### src/rtl/wpc_pkg.sv
package wpc_pkg;

    localparam int NUM_WAYS = 2;

    typedef enum logic [1:0] {
        ST_IDLE,
        ST_PROBE2,
        ST_FETCH,
        ST_FILL
    } wpc_state_e;

    // request to mark a way as most recently used and predicted
    typedef struct packed {
        logic en;
        logic way;
    } wpc_touch_t;

    function automatic logic other_way(input logic w);
        return ~w;
    endfunction

    // invalid way first (way 0 before way 1), otherwise the LRU pointer
    function automatic logic pick_victim(input logic [NUM_WAYS-1:0] vld, input logic lru);
        if (!vld[0]) return 1'b0;
        if (!vld[1]) return 1'b1;
        return lru;
    endfunction

endpackage

### src/rtl/wpc_tag_store.sv
module wpc_tag_store
    import wpc_pkg::*;
#(
    parameter int SETS  = 16,
    parameter int TAG_W = 12,
    localparam int IDX_W = $clog2(SETS)
) (
    input  logic                clk,
    input  logic                rst,
    input  logic [IDX_W-1:0]    rd_idx,
    input  logic                rd_way,
    output logic                rd_valid,
    output logic [TAG_W-1:0]    rd_tag,
    output logic [NUM_WAYS-1:0] set_valid,
    input  logic                wr_en,
    input  logic [IDX_W-1:0]    wr_idx,
    input  logic                wr_way,
    input  logic [TAG_W-1:0]    wr_tag
);

    logic [NUM_WAYS-1:0][TAG_W-1:0] way_tag;

    for (genvar g = 0; g < NUM_WAYS; g++) begin : g_way
        logic [TAG_W-1:0] tag_q [SETS];
        logic [SETS-1:0]  vld_q;
        logic             sel;

        assign sel = wr_en && (wr_way == 1'(g));

        always_ff @(posedge clk) begin
            if (rst) begin
                vld_q <= '0;
            end else if (sel) begin
                vld_q[wr_idx] <= 1'b1;
            end
        end

        always_ff @(posedge clk) begin
            if (sel) begin
                tag_q[wr_idx] <= wr_tag;
            end
        end

        assign way_tag[g]   = tag_q[rd_idx];
        assign set_valid[g] = vld_q[rd_idx];
    end

    assign rd_tag   = way_tag[rd_way];
    assign rd_valid = set_valid[rd_way];

endmodule

### src/rtl/wpc_data_store.sv
module wpc_data_store
    import wpc_pkg::*;
#(
    parameter int SETS   = 16,
    parameter int DATA_W = 32,
    localparam int IDX_W = $clog2(SETS)
) (
    input  logic              clk,
    input  logic [IDX_W-1:0]  rd_idx,
    input  logic              rd_way,
    output logic [DATA_W-1:0] rd_data,
    input  logic              wr_en,
    input  logic [IDX_W-1:0]  wr_idx,
    input  logic              wr_way,
    input  logic [DATA_W-1:0] wr_data
);

    logic [NUM_WAYS-1:0][DATA_W-1:0] way_data;

    for (genvar g = 0; g < NUM_WAYS; g++) begin : g_way
        logic [DATA_W-1:0] word_q [SETS];

        always_ff @(posedge clk) begin
            if (wr_en && (wr_way == 1'(g))) begin
                word_q[wr_idx] <= wr_data;
            end
        end

        assign way_data[g] = word_q[rd_idx];
    end

    assign rd_data = way_data[rd_way];

endmodule

### src/rtl/wpc_set_state.sv
module wpc_set_state
    import wpc_pkg::*;
#(
    parameter int SETS = 16,
    localparam int IDX_W = $clog2(SETS)
) (
    input  logic             clk,
    input  logic             rst,
    input  logic [IDX_W-1:0] idx,
    output logic             pred_bit,
    output logic             lru_bit,
    input  wpc_touch_t       touch
);

    // pred_q: way probed first; lru_q: way to evict next
    logic [SETS-1:0] pred_q;
    logic [SETS-1:0] lru_q;

    always_ff @(posedge clk) begin
        if (rst) begin
            pred_q <= '0;
            lru_q  <= '0;
        end else if (touch.en) begin
            pred_q[idx] <= touch.way;
            lru_q[idx]  <= other_way(touch.way);
        end
    end

    assign pred_bit = pred_q[idx];
    assign lru_bit  = lru_q[idx];

endmodule

### src/rtl/wpc_ctrl.sv
module wpc_ctrl
    import wpc_pkg::*;
#(
    parameter int ADDR_W = 16,
    parameter int DATA_W = 32,
    parameter int SETS   = 16,
    localparam int IDX_W = $clog2(SETS),
    localparam int TAG_W = ADDR_W - IDX_W
) (
    input  logic                clk,
    input  logic                rst,
    input  logic                req_valid,
    output logic                req_ready,
    input  logic                req_write,
    input  logic [ADDR_W-1:0]   req_addr,
    input  logic [DATA_W-1:0]   req_wdata,
    output logic                rsp_valid,
    output logic [DATA_W-1:0]   rsp_rdata,
    output logic                mem_rd_valid,
    input  logic                mem_rd_ready,
    output logic [ADDR_W-1:0]   mem_rd_addr,
    input  logic                mem_rsp_valid,
    input  logic [DATA_W-1:0]   mem_rsp_data,
    output logic                mem_wr_valid,
    output logic [ADDR_W-1:0]   mem_wr_addr,
    output logic [DATA_W-1:0]   mem_wr_data,
    output logic [IDX_W-1:0]    set_idx,
    output logic                probe_way,
    input  logic                probe_valid,
    input  logic [TAG_W-1:0]    probe_tag,
    input  logic [NUM_WAYS-1:0] set_valid,
    input  logic [DATA_W-1:0]   probe_data,
    input  logic                pred_bit,
    input  logic                lru_bit,
    output wpc_touch_t          touch,
    output logic                tag_wr_en,
    output logic                tag_wr_way,
    output logic [TAG_W-1:0]    tag_wr_tag,
    output logic                data_wr_en,
    output logic                data_wr_way,
    output logic [DATA_W-1:0]   data_wr_data
);

    wpc_state_e        state_q, state_d;
    logic [ADDR_W-1:0] lat_addr_q;
    logic              lat_wr_q;
    logic [DATA_W-1:0] lat_wdata_q;
    logic              first_way_q;
    logic              rsp_valid_q;
    logic [DATA_W-1:0] rsp_data_q;

    logic [ADDR_W-1:0] cur_addr;
    logic [TAG_W-1:0]  cur_tag;
    logic              cur_wr;
    logic [DATA_W-1:0] cur_wdata;
    logic              probe_hit;
    logic              victim;
    logic              accept;
    logic              rsp_set;
    logic [DATA_W-1:0] rsp_d;

    // the first probe uses the live request, later cycles the latched copy
    assign cur_addr  = (state_q == ST_IDLE) ? req_addr  : lat_addr_q;
    assign cur_wr    = (state_q == ST_IDLE) ? req_write : lat_wr_q;
    assign cur_wdata = (state_q == ST_IDLE) ? req_wdata : lat_wdata_q;
    assign set_idx   = cur_addr[IDX_W-1:0];
    assign cur_tag   = cur_addr[ADDR_W-1:IDX_W];

    assign probe_way = (state_q == ST_IDLE) ? pred_bit : other_way(first_way_q);
    // the single tag comparator of the block
    assign probe_hit = probe_valid && (probe_tag == cur_tag);
    assign victim    = pick_victim(set_valid, lru_bit);

    assign accept    = (state_q == ST_IDLE) && req_valid;
    assign req_ready = (state_q == ST_IDLE);

    always_comb begin
        state_d      = state_q;
        rsp_set      = 1'b0;
        rsp_d        = '0;
        touch        = '{en: 1'b0, way: 1'b0};
        tag_wr_en    = 1'b0;
        tag_wr_way   = victim;
        tag_wr_tag   = cur_tag;
        data_wr_en   = 1'b0;
        data_wr_way  = probe_way;
        data_wr_data = cur_wdata;
        unique case (state_q)
            ST_IDLE, ST_PROBE2: begin
                if ((state_q == ST_PROBE2) || accept) begin
                    if (probe_hit) begin
                        rsp_set    = 1'b1;
                        rsp_d      = cur_wr ? cur_wdata : probe_data;
                        touch      = '{en: 1'b1, way: probe_way};
                        data_wr_en = cur_wr;
                        state_d    = ST_IDLE;
                    end else if (state_q == ST_IDLE) begin
                        state_d = ST_PROBE2;
                    end else if (lat_wr_q) begin
                        rsp_set = 1'b1;
                        rsp_d   = lat_wdata_q;
                        state_d = ST_IDLE;
                    end else begin
                        state_d = ST_FETCH;
                    end
                end
            end
            ST_FETCH: begin
                if (mem_rd_ready) begin
                    state_d = ST_FILL;
                end
            end
            ST_FILL: begin
                if (mem_rsp_valid) begin
                    rsp_set      = 1'b1;
                    rsp_d        = mem_rsp_data;
                    tag_wr_en    = 1'b1;
                    data_wr_en   = 1'b1;
                    data_wr_way  = victim;
                    data_wr_data = mem_rsp_data;
                    touch        = '{en: 1'b1, way: victim};
                    state_d      = ST_IDLE;
                end
            end
            default: state_d = ST_IDLE;
        endcase
    end

    always_ff @(posedge clk) begin
        if (rst) begin
            state_q     <= ST_IDLE;
            rsp_valid_q <= 1'b0;
        end else begin
            state_q     <= state_d;
            rsp_valid_q <= rsp_set;
        end
    end

    always_ff @(posedge clk) begin
        if (accept) begin
            lat_addr_q  <= req_addr;
            lat_wr_q    <= req_write;
            lat_wdata_q <= req_wdata;
            first_way_q <= pred_bit;
        end
        if (rsp_set) begin
            rsp_data_q <= rsp_d;
        end
    end

    assign rsp_valid    = rsp_valid_q;
    assign rsp_rdata    = rsp_data_q;
    assign mem_rd_valid = (state_q == ST_FETCH);
    assign mem_rd_addr  = lat_addr_q;
    assign mem_wr_valid = accept && req_write;
    assign mem_wr_addr  = req_addr;
    assign mem_wr_data  = req_wdata;

endmodule

### src/rtl/wpred_cache.sv
module wpred_cache
    import wpc_pkg::*;
#(
    parameter int ADDR_W = 16,
    parameter int DATA_W = 32,
    parameter int SETS   = 16,
    localparam int IDX_W = $clog2(SETS),
    localparam int TAG_W = ADDR_W - IDX_W
) (
    input  logic              clk,
    input  logic              rst,
    input  logic              req_valid,
    output logic              req_ready,
    input  logic              req_write,
    input  logic [ADDR_W-1:0] req_addr,
    input  logic [DATA_W-1:0] req_wdata,
    output logic              rsp_valid,
    output logic [DATA_W-1:0] rsp_rdata,
    output logic              mem_rd_valid,
    input  logic              mem_rd_ready,
    output logic [ADDR_W-1:0] mem_rd_addr,
    input  logic              mem_rsp_valid,
    input  logic [DATA_W-1:0] mem_rsp_data,
    output logic              mem_wr_valid,
    output logic [ADDR_W-1:0] mem_wr_addr,
    output logic [DATA_W-1:0] mem_wr_data
);

    logic [IDX_W-1:0]    set_idx;
    logic                probe_way;
    logic                probe_valid;
    logic [TAG_W-1:0]    probe_tag;
    logic [NUM_WAYS-1:0] set_valid;
    logic [DATA_W-1:0]   probe_data;
    logic                pred_bit;
    logic                lru_bit;
    wpc_touch_t          touch;
    logic                tag_wr_en;
    logic                tag_wr_way;
    logic [TAG_W-1:0]    tag_wr_tag;
    logic                data_wr_en;
    logic                data_wr_way;
    logic [DATA_W-1:0]   data_wr_data;

    wpc_ctrl #(.ADDR_W(ADDR_W), .DATA_W(DATA_W), .SETS(SETS)) i_ctrl (
        .clk          (clk),
        .rst          (rst),
        .req_valid    (req_valid),
        .req_ready    (req_ready),
        .req_write    (req_write),
        .req_addr     (req_addr),
        .req_wdata    (req_wdata),
        .rsp_valid    (rsp_valid),
        .rsp_rdata    (rsp_rdata),
        .mem_rd_valid (mem_rd_valid),
        .mem_rd_ready (mem_rd_ready),
        .mem_rd_addr  (mem_rd_addr),
        .mem_rsp_valid(mem_rsp_valid),
        .mem_rsp_data (mem_rsp_data),
        .mem_wr_valid (mem_wr_valid),
        .mem_wr_addr  (mem_wr_addr),
        .mem_wr_data  (mem_wr_data),
        .set_idx      (set_idx),
        .probe_way    (probe_way),
        .probe_valid  (probe_valid),
        .probe_tag    (probe_tag),
        .set_valid    (set_valid),
        .probe_data   (probe_data),
        .pred_bit     (pred_bit),
        .lru_bit      (lru_bit),
        .touch        (touch),
        .tag_wr_en    (tag_wr_en),
        .tag_wr_way   (tag_wr_way),
        .tag_wr_tag   (tag_wr_tag),
        .data_wr_en   (data_wr_en),
        .data_wr_way  (data_wr_way),
        .data_wr_data (data_wr_data)
    );

    wpc_tag_store #(.SETS(SETS), .TAG_W(TAG_W)) i_tags (
        .clk      (clk),
        .rst      (rst),
        .rd_idx   (set_idx),
        .rd_way   (probe_way),
        .rd_valid (probe_valid),
        .rd_tag   (probe_tag),
        .set_valid(set_valid),
        .wr_en    (tag_wr_en),
        .wr_idx   (set_idx),
        .wr_way   (tag_wr_way),
        .wr_tag   (tag_wr_tag)
    );

    wpc_data_store #(.SETS(SETS), .DATA_W(DATA_W)) i_data (
        .clk    (clk),
        .rd_idx (set_idx),
        .rd_way (probe_way),
        .rd_data(probe_data),
        .wr_en  (data_wr_en),
        .wr_idx (set_idx),
        .wr_way (data_wr_way),
        .wr_data(data_wr_data)
    );

    wpc_set_state #(.SETS(SETS)) i_state (
        .clk     (clk),
        .rst     (rst),
        .idx     (set_idx),
        .pred_bit(pred_bit),
        .lru_bit (lru_bit),
        .touch   (touch)
    );

endmodule

### config.mk
export PLATFORM = sky130hd
export DESIGN_NAME = wpred_cache
export DESIGN_NICKNAME = d
export VERILOG_FILES = /design/src/rtl/wpc_pkg.sv /design/src/rtl/wpc_tag_store.sv /design/src/rtl/wpc_data_store.sv /design/src/rtl/wpc_set_state.sv /design/src/rtl/wpc_ctrl.sv /design/src/rtl/wpred_cache.sv
export SDC_FILE = /design/constraint.sdc
export NUM_CORES = 2
export LEC_CHECK = 0
export ABC_AREA = 1
export CAP_MARGIN = 10
export CORE_ASPECT_RATIO = 0.9
export CORE_MARGIN = 2
export CORE_UTILIZATION = 35
export DETAILED_ROUTE_END_ITERATION = 8
export DONT_BUFFER_PORTS = 1
export PLACE_DENSITY_LB_ADDON = 0.1
export SLEW_MARGIN = 20
export SYNTH_ARGS = -nofsm -noshare
export SYNTH_HDL_FRONTEND = slang
export SYNTH_SLANG_ARGS = --single-unit
### constraint.sdc
create_clock -name clk -period 6.3 [get_ports clk]
set_input_delay 0 -clock clk [delete_from_list [all_inputs] [get_ports clk]]
set_output_delay 0 -clock clk [all_outputs]
set_load 0.01 [all_outputs]
==> key figures <==
Outcome
  – Outcome: completed

Setup path
  – Setup slack, reg-to-reg: roughly 0.45 ns
  – R2R Path End: i_data.g_way[0].word_q[13][19]
  – Critical path peak fanout: 50
  – R2R cell count: 25
  – Critical Path AT: 6.33 ns
  – Nature of the critical path startpoint: register
  – Critical Path RT: approximately 6.8 ns
  – CP Class: reg -> reg
  – RR Startpoint: i_ctrl.state_q[0]
  – Setup crit end kind: register

Synthesis
  – EDFF count, synth: 1490
  – List of most frequent post-synthesis cells: edfxtp_1, nand2_1, o22ai_1, o21ai_0, nor2_1
  – Synth top area share: 0.7349
  – Yosys reg bits: 1557
  – Post-Synthesis Cells: 4615
  – Post-synth top area cell: edfxtp_1
  – Seq/Total Area, Yosys: 0.7569
  – Most frequent cell after synthesis: edfxtp_1
  – Mapped Nets: 4701
  – Synth top area cells: edfxtp_1, o22ai_1, nand2_1, o21ai_0, nor2_1
  – Synth Cell Area: 0.06088 sq mm
  – Mean Syn Cell Area: 13.19 sq um
  – Ys async rst share: 0
  – Yosys synthesis warning count: 0
  – Most used DFF post-synth: edfxtp_1
  – Netlist cell types: 38

Die
  – Die area: 0.1773 sq mm
  – Die height: about 400 um
  – Core area: roughly 0.17 sq mm
  – Starting Density: 0.3514
  – Site Rows: 145
  – Io pins: between 150 and 200
  – Die Wd: 443.6 um

Pwr
  – PD cells: about 390 mW/mm^2
  – Static leakage: about 23 nW
  – Worst vdd ir: between 0.2 and 0.3 mV

STA
  – Least-Margin Pin Slew: roughly 1.1 ns
  – Final Cycle Share: 0.9293
  – Max transition margin: 0.2427
  – Worst hold slack: approximately 0.0000042 ns
  – Tmin final: ~6 ns
  – Worst-case clock skew: 0.04692 ns
  – RSZ-0062 raised after global routing: no
  – Final Hold Viols: 0
  – FMAX: 170.8 MHz
  – TNS Setup: 0 ns
  – Setup Viol. Count Final: 0
  – Max Slew Vio Count: 0

Min path
  – Hold Crit Depth: 0
  – Hold WC Path Type: in -> out
  – Hold Startpoint: req_addr[10]
  – Worst Hold Endpoint: mem_wr_addr[10]

Clock network
  – Clk Latency, worst-skew pair: 0.81 ns
  – CTS H-tree lvls: 4
  – Clock Tree Buf Depth: 3
  – Clock transition at the registers of the reported paths: roughly 0.06 ns
  – Clock root cell: clkbuf_16
  – CTS tree: built
  – Number of CTS-inserted buffers: between 150 and 200
  – CTS sink count: 1557

Place
  – GP Congestion: 0.8343
  – Port Buf Inserts: 0
  – DP HPWL: approximately 120000 um

Routing
  – # DRC: 0
  – DRT antenna net count: 0
  – Initial DRC Count: 3893
  – DR vias/cell: 5.340
  – Routed vias: 38459
  – Routed len/inst: 27.40 um
  – Drt total wl: approximately 200000 um
  – Pre-Repair DR Iteration Count: 7

GRT
  – Pin count of the biggest net entering global routing: 136
  – Vias in the first global route: 37108
  – First-pass GRT wire length: 280200 um
  – Initial antenna violation count: 14
  – Total grt overflow: 0
  – Total track usage: 0.2183

Layout
  – Fraction of layout cells with a size suffix above 1: 0.1070
  – Layout net count: a little under 5000
  – Final Util: 0.4116
  – Area Growth Syn to Fin: 17.14%

Run
  – Max Cap Viol: 0
[state kept, by name, summed over array words and instances (netlist names)]
register             count
i_ctrl.state_q           2
i_data.g_way.word_q   1024
i_ctrl.mem_rd_addr      16
i_ctrl.rsp_rdata        32
i_ctrl.lat_wdata_q      32
i_tags.g_way.tag_q     384
i_ctrl.lat_wr_q          1
i_ctrl.rsp_valid         1
i_state.lru_q           16
i_ctrl.first_way_q       1
i_tags.g_way.vld_q      32
i_state.pred_q          16
[critical path, stage by stage, from the launching register on]
cell and delay (ns):
dfxtp_1 0.47, inv_2 0.09, nand2_4 0.28, nand2_1 0.15
o21ai_4 0.19, buf_12 0.33, nand2_4 0.38, buf_4 0.34
or2_2 0.28, nand3_1 0.08, nand2_1 0.05, nand2_1 0.06
nor2_1 0.08, nand2_1 0.09, nand2_1 0.06, nand2_1 0.10
nand2_1 0.08, nor2_1 0.09, nand2_1 0.06, nor2_1 0.08
nand3_1 0.25, nand2_8 0.26, o2111ai_4 0.56, buf_4 0.37
nor2_4 0.38, buf_12 0.25
[area by class of cell]
cell class / instances / area (sq um)
Antenna cell: 8 / 20.02
Clock buffer: 227 / 4644
Clock inverter: 85 / 658.1
Fill cell: 15911 / 101900
Inverter: 191 / 733.2
Multi-Input combinational cell: 2544 / 13230
Sequential cell: 1557 / 46080
Tap cell: 2278 / 2850
Timing Repair Buffer: 312 / 3098
[worst max path at each step]
| stage | from | to | slack [ns] | cells after the start |
|---|---|---|---|---|
| after floorplan | i_ctrl.state_q[0] | i_data.g_way[1].word_q[10][0] | 0.58 | 12 |
| after global routing | i_ctrl.state_q[0] | i_data.g_way[0].word_q[13][19] | 0.06 | 23 |
| after detailed placement | i_ctrl.state_q[0] | i_data.g_way[0].word_q[0][4] | 0.39 | 23 |
| after CTS | i_ctrl.state_q[0] | i_data.g_way[0].word_q[14][7] | 0.32 | 22 |
| final | i_ctrl.state_q[0] | i_data.g_way[0].word_q[13][19] | 0.45 | 25 |
| after global placement | i_ctrl.state_q[0] | i_data.g_way[0].word_q[0][19] | 0.38 | 22 |
[power by group]
| group | leakage (nW) | internal [mW] | switching, mW |
|---|---|---|---|
| sequential | 13.9 | 12.1 | 0.0698 |
| combinational | 6.87 | 1.36 | 4.57 |
| clock | 2.59 | 5.43 | 4.18 |
[metrics by stage]
step	area, sq um	total power, mW	setup slack [ns]	cells
2_1_floorplan	60880	15.47	0.5808	4615
3_3_place_gp	64440	18.19	0.3836	6730
3_5_place_dp	64470	18.18	0.3923	6731
4_1_cts	71230	27.87	0.3189	7189
5_1_grt	71310	28.69	0.05922	7199
6_report	71320	27.67	0.4455	7202
[logic make-up after synthesis]
family                 share of synthesized area
DFF                                       0.7569
buffers and inverters                    0.03685
AOI/OAI and AO/OA                         0.1177
and+or+nand+nor                          0.08527
muxes                                   0.003288
[cell usage in the layout, fill, tap and decap left out, drive strengths merged, types with 2 or more instances in the layout]
cell         instances
nor2               432
edfxtp            1490
diode                8
a31oi                2
dlygate4sd3        146
nand2              747
o211ai               6
inv                194
nand3               62
clkbuf             227
dfxtp               67
or2                 45
o21ai              521
clkinv              75
a22oi                8
a21oi               74
o2111ai              2
a41oi               64
o22ai              512
nand3b               3
nand4               11
o21a                32
mux2i               20
bufinv               6
buf                166
[what timing repair did]
item                        CTS  global route
resized for setup             0             2
hold endpoints to repair   1187             0
hold buffers                146             0
setup endpoints to repair     0           139
buffers inserted              0             4
[metal layers]
| metal | part of all wire | track usage | vias to the layer above |
|---|---|---|---|
| met4 | 0.030 | 0.07240 | 2 |
| met2 | 0.44 | 0.3254 | 1284 |
| met3 | 0.062 | 0.04265 | 270 |
| li1 | - | - | 17422 |
| met1 | 0.46 | 0.3189 | 19481 |
| met5 | 0.00053 | 0.004305 | - |
Note: power is estimated with default switching activity, not from simulation.
